--- config.mk ---
export PLATFORM = sky130hd
export DESIGN_NAME = serial_eeprom
export DESIGN_NICKNAME = d
export VERILOG_FILES = /design/src/rtl/serial_eeprom_pkg.sv /design/src/rtl/se_line_sync.sv /design/src/rtl/se_cmd_parser.sv /design/src/rtl/se_prog_engine.sv /design/src/rtl/se_word_array.sv /design/src/rtl/serial_eeprom.sv
export SDC_FILE = /design/constraint.sdc
export NUM_CORES = 1
export LEC_CHECK = 0
export BUFFER_PORTS_ARGS = -buffer_cell sky130_fd_sc_hd__buf_4
export CORE_MARGIN = 1.5
export CORE_UTILIZATION = 57
export DETAILED_ROUTE_END_ITERATION = 7
export MAX_ROUTING_LAYER = met4
export PLACE_DENSITY = 0.75
export SETUP_SLACK_MARGIN = 0.5
export SLEW_MARGIN = 20
export SYNTH_ARGS = -nofsm -noshare
export SYNTH_HDL_FRONTEND = slang
export SYNTH_HIERARCHICAL = 1
export SYNTH_SLANG_ARGS = --single-unit
--- constraint.sdc ---
create_clock -name clk -period 3.3 [get_ports clk]
set_input_delay 0.495 -clock clk [delete_from_list [all_inputs] [get_ports clk]]
set_output_delay 0.495 -clock clk [all_outputs]
set_load 0.03 [all_outputs]
--- src/rtl/serial_eeprom_pkg.sv ---
package serial_eeprom_pkg;

  typedef enum logic [2:0] {
    ST_HUNT  = 3'd0,
    ST_OPC   = 3'd1,
    ST_ADR   = 3'd2,
    ST_DAT   = 3'd3,
    ST_SEND  = 3'd4,
    ST_ARMED = 3'd5,
    ST_HOLD  = 3'd6
  } cmd_state_t;

  typedef enum logic [1:0] {
    OPC_GLOBAL = 2'b00,
    OPC_WRITE  = 2'b01,
    OPC_READ   = 2'b10,
    OPC_ERASE  = 2'b11
  } opcode_t;

  typedef enum logic [1:0] {
    SUB_LOCK   = 2'b00,
    SUB_FILL   = 2'b01,
    SUB_CLEAR  = 2'b10,
    SUB_UNLOCK = 2'b11
  } subcode_t;

endpackage

--- src/rtl/se_line_sync.sv ---
module se_line_sync #(
  parameter int STAGES = 2
) (
  input  logic clk,
  input  logic rst,
  input  logic sel_i,
  input  logic sclk_i,
  input  logic sdi_i,
  output logic sel_s,
  output logic sdi_s,
  output logic sclk_rise,
  output logic sel_fall
);
  logic [2:0] chain [STAGES];
  logic       sclk_q;
  logic       sel_q;

  always_ff @(posedge clk) begin
    if (rst) chain[0] <= '0;
    else     chain[0] <= {sel_i, sclk_i, sdi_i};
  end

  for (genvar g = 1; g < STAGES; g++) begin : g_stage
    always_ff @(posedge clk) begin
      if (rst) chain[g] <= '0;
      else     chain[g] <= chain[g-1];
    end
  end

  always_ff @(posedge clk) begin
    if (rst) begin
      sclk_q <= 1'b0;
      sel_q  <= 1'b0;
    end else begin
      sclk_q <= chain[STAGES-1][1];
      sel_q  <= chain[STAGES-1][2];
    end
  end

  assign sel_s     = chain[STAGES-1][2];
  assign sdi_s     = chain[STAGES-1][0];
  assign sclk_rise = chain[STAGES-1][1] & ~sclk_q & chain[STAGES-1][2];
  assign sel_fall  = sel_q & ~chain[STAGES-1][2];
endmodule

--- src/rtl/se_cmd_parser.sv ---
module se_cmd_parser
  import serial_eeprom_pkg::*;
#(
  parameter int ADDR_W = 6,
  parameter int DATA_W = 16
) (
  input  logic              clk,
  input  logic              rst,
  input  logic              sel_s,
  input  logic              sdi_s,
  input  logic              sclk_rise,
  input  logic              sel_fall,
  input  logic              busy_i,
  input  logic [DATA_W-1:0] rdata_i,
  output logic [ADDR_W-1:0] addr_o,
  output logic [DATA_W-1:0] data_o,
  output logic              permit_o,
  output logic              launch_o,
  output logic              launch_all_o,
  output logic              launch_erase_o,
  output logic              accept_o,
  output logic              rd_bit_o
);
  localparam int CNT_W = $clog2(DATA_W + 1);

  cmd_state_t        st_q;
  logic [1:0]        opc_q;
  logic [CNT_W-1:0]  cnt_q;
  logic [ADDR_W-1:0] addr_q;
  logic [DATA_W-1:0] data_q;
  logic [DATA_W-1:0] shift_q;
  logic              permit_q;
  logic [ADDR_W-1:0] addr_nx;
  logic [1:0]        sub_nx;
  logic [DATA_W-1:0] send_src;
  logic [1:0]        sub_q;

  assign addr_nx  = {addr_q[ADDR_W-2:0], sdi_s};
  assign sub_nx   = addr_nx[ADDR_W-1 -: 2];
  assign sub_q    = addr_q[ADDR_W-1 -: 2];
  assign send_src = (cnt_q == '0) ? rdata_i : shift_q;

  always_ff @(posedge clk) begin
    if (rst) begin
      st_q     <= ST_HUNT;
      opc_q    <= '0;
      cnt_q    <= '0;
      addr_q   <= '0;
      data_q   <= '0;
      shift_q  <= '0;
      permit_q <= 1'b0;
      launch_o <= 1'b0;
      accept_o <= 1'b0;
      rd_bit_o <= 1'b0;
    end else begin
      launch_o <= 1'b0;
      accept_o <= 1'b0;
      if (!sel_s) begin
        if (sel_fall && st_q == ST_ARMED && permit_q && !busy_i)
          launch_o <= 1'b1;
        st_q     <= ST_HUNT;
        cnt_q    <= '0;
        rd_bit_o <= 1'b0;
      end else if (sclk_rise && !busy_i) begin
        unique case (st_q)
          ST_HUNT: begin
            if (sdi_s) begin
              st_q     <= ST_OPC;
              cnt_q    <= '0;
              accept_o <= 1'b1;
            end
          end
          ST_OPC: begin
            opc_q <= {opc_q[0], sdi_s};
            if (cnt_q == CNT_W'(1)) begin
              st_q  <= ST_ADR;
              cnt_q <= '0;
            end else begin
              cnt_q <= cnt_q + 1'b1;
            end
          end
          ST_ADR: begin
            addr_q <= addr_nx;
            if (cnt_q == CNT_W'(ADDR_W - 1)) begin
              cnt_q <= '0;
              unique case (opcode_t'(opc_q))
                OPC_READ: begin
                  st_q     <= ST_SEND;
                  rd_bit_o <= 1'b0;
                end
                OPC_WRITE: st_q <= ST_DAT;
                OPC_ERASE: st_q <= ST_ARMED;
                default: begin
                  unique case (subcode_t'(sub_nx))
                    SUB_UNLOCK: begin permit_q <= 1'b1; st_q <= ST_HOLD; end
                    SUB_LOCK:   begin permit_q <= 1'b0; st_q <= ST_HOLD; end
                    SUB_CLEAR:  st_q <= ST_ARMED;
                    default:    st_q <= ST_DAT;
                  endcase
                end
              endcase
            end else begin
              cnt_q <= cnt_q + 1'b1;
            end
          end
          ST_DAT: begin
            data_q <= {data_q[DATA_W-2:0], sdi_s};
            if (cnt_q == CNT_W'(DATA_W - 1)) begin
              st_q  <= ST_ARMED;
              cnt_q <= '0;
            end else begin
              cnt_q <= cnt_q + 1'b1;
            end
          end
          ST_SEND: begin
            if (cnt_q < CNT_W'(DATA_W)) begin
              rd_bit_o <= send_src[DATA_W-1];
              shift_q  <= {send_src[DATA_W-2:0], 1'b0};
              cnt_q    <= cnt_q + 1'b1;
            end else begin
              rd_bit_o <= 1'b0;
            end
          end
          default: ;
        endcase
      end
    end
  end

  assign addr_o         = addr_q;
  assign data_o         = data_q;
  assign permit_o       = permit_q;
  assign launch_all_o   = (opc_q == OPC_GLOBAL);
  assign launch_erase_o = (opc_q == OPC_ERASE) ||
                          (opc_q == OPC_GLOBAL && sub_q == SUB_CLEAR);

  // the parser never leaves the hunt state while programming runs
  assert_idle_when_busy_R11: assert property (@(posedge clk) disable iff (rst)
    busy_i |-> st_q == ST_HUNT);
  // the first bit out after the address is the 0 placeholder
  assert_read_placeholder_R3: assert property (@(posedge clk) disable iff (rst)
    (st_q == ST_SEND && cnt_q == '0) |-> !rd_bit_o);
endmodule

--- src/rtl/se_prog_engine.sv ---
module se_prog_engine #(
  parameter int ADDR_W      = 6,
  parameter int DATA_W      = 16,
  parameter int PROG_CYCLES = 400
) (
  input  logic              clk,
  input  logic              rst,
  input  logic              launch_i,
  input  logic              all_i,
  input  logic              erase_i,
  input  logic              permit_i,
  input  logic [ADDR_W-1:0] addr_i,
  input  logic [DATA_W-1:0] data_i,
  output logic              busy_o,
  output logic              we_o,
  output logic [ADDR_W-1:0] waddr_o,
  output logic [DATA_W-1:0] wdata_o
);
  localparam int WORDS = 1 << ADDR_W;
  localparam int SPAN  = (PROG_CYCLES > WORDS) ? PROG_CYCLES : WORDS;
  localparam int TW    = $clog2(SPAN + 1);

  if (PROG_CYCLES < WORDS) begin : g_len_check
    $error("PROG_CYCLES must cover one clock per word");
  end

  logic              busy_q;
  logic [TW-1:0]     tmr_q;
  logic              all_q;
  logic              erase_q;
  logic [ADDR_W-1:0] addr_q;
  logic [DATA_W-1:0] data_q;

  always_ff @(posedge clk) begin
    if (rst) begin
      busy_q  <= 1'b0;
      tmr_q   <= '0;
      all_q   <= 1'b0;
      erase_q <= 1'b0;
      addr_q  <= '0;
      data_q  <= '0;
    end else if (!busy_q) begin
      if (launch_i) begin
        busy_q  <= 1'b1;
        tmr_q   <= '0;
        all_q   <= all_i;
        erase_q <= erase_i;
        addr_q  <= addr_i;
        data_q  <= data_i;
      end
    end else if (tmr_q == TW'(PROG_CYCLES - 1)) begin
      busy_q <= 1'b0;
    end else begin
      tmr_q <= tmr_q + 1'b1;
    end
  end

  assign busy_o  = busy_q;
  assign we_o    = busy_q && (all_q ? (tmr_q < TW'(WORDS)) : (tmr_q == '0));
  assign waddr_o = all_q ? tmr_q[ADDR_W-1:0] : addr_q;
  assign wdata_o = erase_q ? {DATA_W{1'b1}} : data_q;

  // a phase only begins when the permit latch was set
  assert_launch_needs_permit_R8: assert property (@(posedge clk) disable iff (rst)
    $rose(busy_q) |-> $past(permit_i));
  // the timer never runs past the configured phase length
  assert_phase_bound_R9: assert property (@(posedge clk) disable iff (rst)
    busy_q |-> tmr_q < TW'(PROG_CYCLES));
endmodule

--- src/rtl/se_word_array.sv ---
module se_word_array #(
  parameter int ADDR_W = 6,
  parameter int DATA_W = 16
) (
  input  logic              clk,
  input  logic              we_i,
  input  logic [ADDR_W-1:0] waddr_i,
  input  logic [DATA_W-1:0] wdata_i,
  input  logic [ADDR_W-1:0] raddr_i,
  output logic [DATA_W-1:0] rdata_o
);
  localparam int WORDS = 1 << ADDR_W;

  logic [DATA_W-1:0] mem [WORDS];

  initial begin
    for (int i = 0; i < WORDS; i++) mem[i] = '0;
  end

  always_ff @(posedge clk) begin
    if (we_i) mem[waddr_i] <= wdata_i;
    rdata_o <= mem[raddr_i];
  end
endmodule

--- src/rtl/serial_eeprom.sv ---
module serial_eeprom #(
  parameter int ADDR_W      = 6,
  parameter int DATA_W      = 16,
  parameter int PROG_CYCLES = 400,
  parameter int SYNC_STAGES = 2
) (
  input  logic clk,
  input  logic rst,
  input  logic sel_i,
  input  logic sclk_i,
  input  logic sdi_i,
  output logic sdo_o,
  output logic sdo_oe_o
);
  logic              sel_s, sdi_s, sclk_rise, sel_fall;
  logic              busy, launch, launch_all, launch_erase, accept, rd_bit, permit;
  logic              we;
  logic [ADDR_W-1:0] addr, waddr;
  logic [DATA_W-1:0] data, wdata, rdata;
  logic              status_q;

  se_line_sync #(.STAGES(SYNC_STAGES)) u_sync (
    .clk(clk), .rst(rst), .sel_i(sel_i), .sclk_i(sclk_i), .sdi_i(sdi_i),
    .sel_s(sel_s), .sdi_s(sdi_s), .sclk_rise(sclk_rise), .sel_fall(sel_fall)
  );

  se_cmd_parser #(.ADDR_W(ADDR_W), .DATA_W(DATA_W)) u_cmd (
    .clk(clk), .rst(rst), .sel_s(sel_s), .sdi_s(sdi_s), .sclk_rise(sclk_rise),
    .sel_fall(sel_fall), .busy_i(busy), .rdata_i(rdata), .addr_o(addr),
    .data_o(data), .permit_o(permit), .launch_o(launch),
    .launch_all_o(launch_all), .launch_erase_o(launch_erase),
    .accept_o(accept), .rd_bit_o(rd_bit)
  );

  se_prog_engine #(.ADDR_W(ADDR_W), .DATA_W(DATA_W), .PROG_CYCLES(PROG_CYCLES)) u_prog (
    .clk(clk), .rst(rst), .launch_i(launch), .all_i(launch_all),
    .erase_i(launch_erase), .permit_i(permit), .addr_i(addr), .data_i(data),
    .busy_o(busy), .we_o(we), .waddr_o(waddr), .wdata_o(wdata)
  );

  se_word_array #(.ADDR_W(ADDR_W), .DATA_W(DATA_W)) u_mem (
    .clk(clk), .we_i(we), .waddr_i(waddr), .wdata_i(wdata),
    .raddr_i(addr), .rdata_o(rdata)
  );

  always_ff @(posedge clk) begin
    if (rst) begin
      status_q <= 1'b0;
      sdo_o    <= 1'b0;
      sdo_oe_o <= 1'b0;
    end else begin
      if (launch)      status_q <= 1'b1;
      else if (accept) status_q <= 1'b0;
      sdo_oe_o <= sel_s;
      sdo_o    <= sel_s ? (status_q ? ~busy : rd_bit) : 1'b0;
    end
  end

  // the driver turns off one clock after select drops
  assert_oe_off_R12: assert property (@(posedge clk) disable iff (rst)
    $fell(sel_s) |=> !sdo_oe_o);
  // while polled during a phase the output reads busy
  assert_busy_shown_R9: assert property (@(posedge clk) disable iff (rst)
    (sel_s && status_q && busy) |=> !sdo_o);
endmodule

# [Yosys cells after proc, flatten, opt, wreduce, memory -nomap -nowiden]
# Memory sizes are Yosys's and may differ from the RTL's. A register that Yosys moved wholly into a read port is not among the register bits.
# Cells that the tools add are included.
# W data, S select, Z words.
[word_totals] ff_bits=89 latch_bits=0 ramBits=1030 romBits=0 inputBits=5 out_inout_bits=2 word_cells=133 mem_count=2
[mem_list] memory="u_mem.mem" depth=64 word_bits=16 read_ports=1 rd_clocked_by_memory_dff=1 wr=1 line_no="se_word_array.sv:14" rtl="logic [DATA_W-1:0] mem [WORDS];"
[mem_list] memory="u_sync.chain" depth=2 word_bits=3 read_ports=2 rd_clocked_by_memory_dff=0 wr=2 line_no="se_line_sync.sv:14" rtl="logic [2:0] chain [STAGES];"
[classes] addsub=2 n_mul=0 div_mod_pow=0 order_cmp=2 n_eq_ne=22 n_shift=0 muxes=40 bitwise_logic=11 reduce_logical=34
[op_table] cell="$mux W16" count=2
[op_table] cell="$mux W9" count=3
[op_table] cell="$mux W5" count=5
[op_table] cell="$pmux W5 S5" count=1
[op_table] cell="$mux W3" count=6
[op_table] cell="$mux W1" count=17
[op_table] cell="$pmux W3 S4" count=1
[op_table] cell="$reduce_and A4 Y1" count=3
[op_table] cell="$reduce_and A6 Y1" count=2
[op_table] cell="$eq A2 B2 Y1 const B" count=5
[op_table] cell="$ne A2 B1 Y1 const B" count=5
[op_table] cell="$add A9 B1 Y9 const B" count=1
[op_table] cell="$eq A9 B9 Y1 const B" count=1
[op_table] cell="$logic_not A9 Y1" count=1
[op_table] cell="$lt A9 B7 Y1 const B" count=1
[op_table] cell="$pmux W3 S3" count=1
[op_table] cell="$reduce_and A3 Y1" count=3
[op_table] cell="$reduce_bool A2 Y1" count=4
[op_table] cell="$eq A3 B2 Y1 const B" count=2
[op_table] cell="$eq A3 B3 Y1 const B" count=2
[op_table] cell="$logic_and A1 B1 Y1" count=6
[op_table] cell="$mux W6" count=1
[op_table] cell="$not A1 Y1" count=6
[op_table] cell="$pmux W3 S2" count=1
[op_table] cell="other kinds (22)" count=31

# [Logic depth before layout (Yosys ltp)]
# An unclocked memory read counts as a cell.
[depth] depth_word=7 mapped_depth=10 mapped_depth_nobuf=8

# [By module]
# Netlist, hierarchy kept.
[by_module_without_submodules] module="se_word_array" instances=1 cells_each=1828 area_each_um2=40019.6 seq_area_each_um2=31069.8
[by_module_without_submodules] module="se_cmd_parser" instances=1 cells_each=297 area_each_um2=2533.7 seq_area_each_um2=1021.0
[by_module_without_submodules] module="se_prog_engine" instances=1 cells_each=198 area_each_um2=1569.0 seq_area_each_um2=680.7
[by_module_without_submodules] module="se_line_sync" instances=1 cells_each=18 area_each_um2=225.2 seq_area_each_um2=160.2
[by_module_without_submodules] module="serial_eeprom" instances=1 cells_each=10 area_each_um2=102.6 seq_area_each_um2=60.1

# [Worst setup path after synthesis]
# OpenSTA, ideal clock, no wires.
[synth_timing] path_type="flip-flop to flip-flop" startpoint="reg u_prog.tmr_q[2]" endpoint="mem u_mem.mem[32][0] (enable)" setup_ps=409 arrival_ps=2818 required_time_ps=2891 setup_slack_ps=73 path_stages_with_launch=7 path_buffers=1 period_less_slack_ps=3227 path_cell_list="dfxtp_1 buf_2 nor4_1 a21oi_1 nor4_1 nand4b_1 nor3_1"
[synth_via] elab_chain_len=5 elab_cells_between_ends=7 cone_classes="order compare (1); mux (4); reduce/logical (2)"
[synth_lines] element="start, declared" line_no="se_prog_engine.sv:28" rtl="logic [TW-1:0] tmr_q;"
[synth_lines] element="start signal, assigned" line_no="se_prog_engine.sv:54" rtl="tmr_q <= tmr_q + 1'b1;"
[synth_lines] element="$lt A9 B7 Y1 / $logic_not A9 Y1 (equally long branches)" line_no="se_prog_engine.sv:59" rtl="assign we_o = busy_q && (all_q ? (tmr_q < TW'(WORDS)) : (tmr_q == '0));"
[synth_lines] element="$mux W1 (*)" line_no="se_prog_engine.sv:59"
[synth_lines] element="$logic_and A1 B1 Y1 (*)" line_no="se_prog_engine.sv:59"
[synth_lines] element="named net we" line_no="serial_eeprom.sv:17" rtl="logic we;"
[synth_lines] element="$mux W1 (*)" line_no="se_word_array.sv:21" rtl="if (we_i) mem[waddr_i] <= wdata_i;"
[synth_lines] element="$mux W1 (implied by the code) (*)" line_no="se_word_array.sv:21"
[synth_lines] element="end, declared" line_no="se_word_array.sv:14"
# The timed path passes the listed nets; every way through them passes the cells marked *.

==> results.toml <==
[run_status]
outcome = "finished clean"

[global_route]
antenna_found_initial = 4
grt-ovfl-total = 0
grt_max_degree = 88
grt_pass1_vias = 23100
grt_pass1_wl_um = 151000
grt_usage_pct = 27.0

[clocking]
clk_latency_ps = 690
cts_root_buffer = "clkbuf_16"
hold_buffers = 0
cts_tree = "yes"
cts.sinks = 1136
numCtsBuffers = 109
cts_setup_buffers = 0
cts_htree_levels = 3
clock_path_buffers = 3
clkSlewWorstSetupHoldPaths_ps = 70
cts_resized = 0

[run]
maxCapViolCount = 0

[sta]
rsz0062_at_grt = "true"
period_needed_ps = 2750
worst_slack_ps = 553
slew_headroom_pct = 25.0
worst_pin_slew_ps = 1130
finalSetupViolCount = 0
tns_ps = 0
skew_ps = 48.2
hold_viol_final = 0
hold-worst-slack_ps = 53.9
fmax_ghz = 0.364
fin_crit_sh_pct = 83.2
slew_violations = 0

[hold_path]
hold_start = "sclk_i"
worstHoldPathType = "in -> reg"
holdPathStages = 2
holdPathEnd = "u_sync/chain[0][1]"

[setup_path]
critical_path_class = "reg -> reg"
worst_path_largest_cell_delay_ps = 750
crit_path_max_fanout = 37
rrSetupSlack_ps = 550
worst_setup_path_start_kind = "flip-flop"
critical_path.top_delay_family = "multiplexers"
worstPathCellList = "buf_12 > mux4_2 > mux2_2 > a221oi_1 > a311oi_1"
rr_worst_depth = 5
critPathBufInv = 1
worstPathArrival_ps = 3280
cpMaxStageDelayCell = "a221oi_1"
cp-startpoint = "u_cmd/addr_o[0]"
timing.rr.end = "u_mem/rdata_o[4]"
r2r-start = "u_cmd/addr_o[0]"
cp-end-kind = "flip-flop"
cp.required_ps = 3830

[pwr]
pwr-share-clk_pct = 45.7
p_seq_share_pct = 54.2
internal_power_mw = 23.2
combPwrFrac_pct = 0.1
ir_drop_mv = 0.588
p_switching_mw = 5.31
power_density_nw_per_um2 = 568
p_leak_nw = 15.8
swShare_pct = 18.7

[route]
drtIter0Drc = 2947
drc = 0
drtPass1Iterations = 6
ant_nets = 0
vias = 23100
wl_per_cell_um = 28.3
finalWirelength_um = 102000
viasPerCell = 6.40

[cells_and_area]
drive_gt1_share_pct = 24.9
area_growth_pct = 12.8
fin_nets = 2479

[floorplanning]
start_util_pct = 57.5
dieArea_um2 = 79700
core_um2 = 77300
num_rows = 102
die_y_um = 282
die_width_um = 282
io_pins = 7

[placement]
post-place-ws_ps = 549
dp_hpwl_um = 61600
gp_congestion = 0.931
io_buffer_count = 6

[yosys]
async_flop_share_pct = 0
synth_warnings = 6
ys_ff_latch = 1136
ys_seq_area_share_pct = 74.2
yosysTopAreaCell = "edfxtp_1"
synth_edf_count = 1024
synth_area_leaders = "edfxtp_1, mux4_2, dfxtp_1"
yosys.cell_types.count = 80
yosys.area.top_type_share_pct = 69.2
syn_area_per_cell_um2 = 18.9
synth-main-ff-cell = "edfxtp_1"
synth_nets = 2366
syn-instance-count = 2351
syn_area_um2 = 44500
-- per-layer routing --
layer,vias to the layer above,track usage (%),routed length [um]
li1,9720,-,-
met1,11900,36.9,39300
met2,1273,41.5,49100
met3,210,4.72,9570
met4,0,9.76,3820
met5,-,-,0
-- power by group through the flow --
stage               Combinational (mW)  Clock (mW)  Sequential (mW)
floorplan                       0.0195           0             15.7
global placement                0.0291           0             15.7
detailed placement              0.0297           0             15.7
CTS                             0.0299        13.2             15.4
global route                    0.0325        13.7             15.4
finish                          0.0299        13.0             15.4
-- worst register-to-register path: cells and delay by family (launching register included) --
kind / cells / cell delay [ps]
flops: 1 / 470
mux: 2 / 930
compound gates: 2 / 870
buf+inv: 1 / 310
-- cell usage after synthesis (18+ instances only) --
library cell	count
a22oi_1	39
buf_2	51
mux4_2	216
nand3_1	44
a21oi_1	82
edfxtp_1	1024
nor2_1	98
clkbuf_1	46
nor2b_1	44
dfxtp_1	112
nand2_1	158
buf_6	18
mux2_2	34
a211oi_1	23
mux2i_1	99
-- worst max path at each step --
| stage | end | slack, ps | depth (start not counted) |
|---|---|---|---|
| floorplan | u_mem/mem[14][0] | 270 | 7 |
| global placement | u_mem/mem[60][3] | 550 | 9 |
| detailed placement | u_mem/mem[41][0] | 550 | 7 |
| CTS | u_mem/mem[41][4] | 540 | 7 |
| global route | u_mem/mem[16][4] | 460 | 8 |
| finish | u_mem/rdata_o[4] | 550 | 5 |
-- layout make-up --
cell class                 instances  area, um^2
timing repair buffer             140        1290
multi-input combinational       1066       10700
inverter                          11        41.3
clock inverter                    68         823
tap                             1040        1300
antenna                            2        5.00
fill                            5061       27200
clock buffer                     139        2980
sequential                      1136       33000
-- layout by cell type (no fill, tap or decap), types with 11 or more instances in the layout --
master     netlist  layout
clkbuf_16        0     111
mux2_2          34      34
nor2b_1         44      42
a31oi_1         11      11
edfxtp_1      1024    1024
nand2b_1        16      16
mux4_2         216     216
nand3_1         44      43
inv_1           11      11
nor2_2           1      35
a22oi_1         39      39
buf_4           11     114
mux2i_1         99      99
clkbuf_1        46      18
nand2_1        158     158
nor2_1          98      64
buf_12           5      16
a211oi_1        23      23
o21ai_0         13      13
clkinv_1         0      21
clkinv_2         0      20
a221oi_1        16      16
bufinv_16        0      17
or2_2           16      14
nand4_1         15      15
dfxtp_1        112     108
a21oi_1         82      82
-- logic make-up (layout without fill, tap and decap cells) --
logic type                 after synthesis  count (layout)  synth area share, %
adders and majority gates               10              10                0.281
DFF                                   1136            1136                 74.2
buffers and inverters                  149             358                 2.04
AOI/OAI and AO/OA                      246             246                 3.84
other                                    0               2                    0
muxes                                  357             357                 14.5
and+or+nand+nor                        453             453                 5.11
-- state kept, by name (all words and copies together), names as in the netlist, 2 cells and up --
name,cells
u_cmd/addr_o,6
u_cmd/cnt_q,5
u_cmd/data_o,16
u_cmd/opc_q,2
u_cmd/shift_q,15
u_cmd/st_q,3
u_mem/mem,1024
u_mem/rdata_o,16
u_prog/addr_q,6
u_prog/data_q,16
u_prog/tmr_q,9
u_sync/chain,6
-- metrics by stage --
step	instances	total power [mW]	utilization (%)	area (um^2)
after floorplan	2351	15.8	-	44500
after global placement	3391	15.8	59.8	46200
after detailed placement	3391	15.8	59.8	46200
after CTS	3598	28.7	64.7	50000
after global routing	3601	29.2	64.8	50100
final	3602	28.5	64.8	50100
No activity file was read; power rests on OpenSTA's default activity.
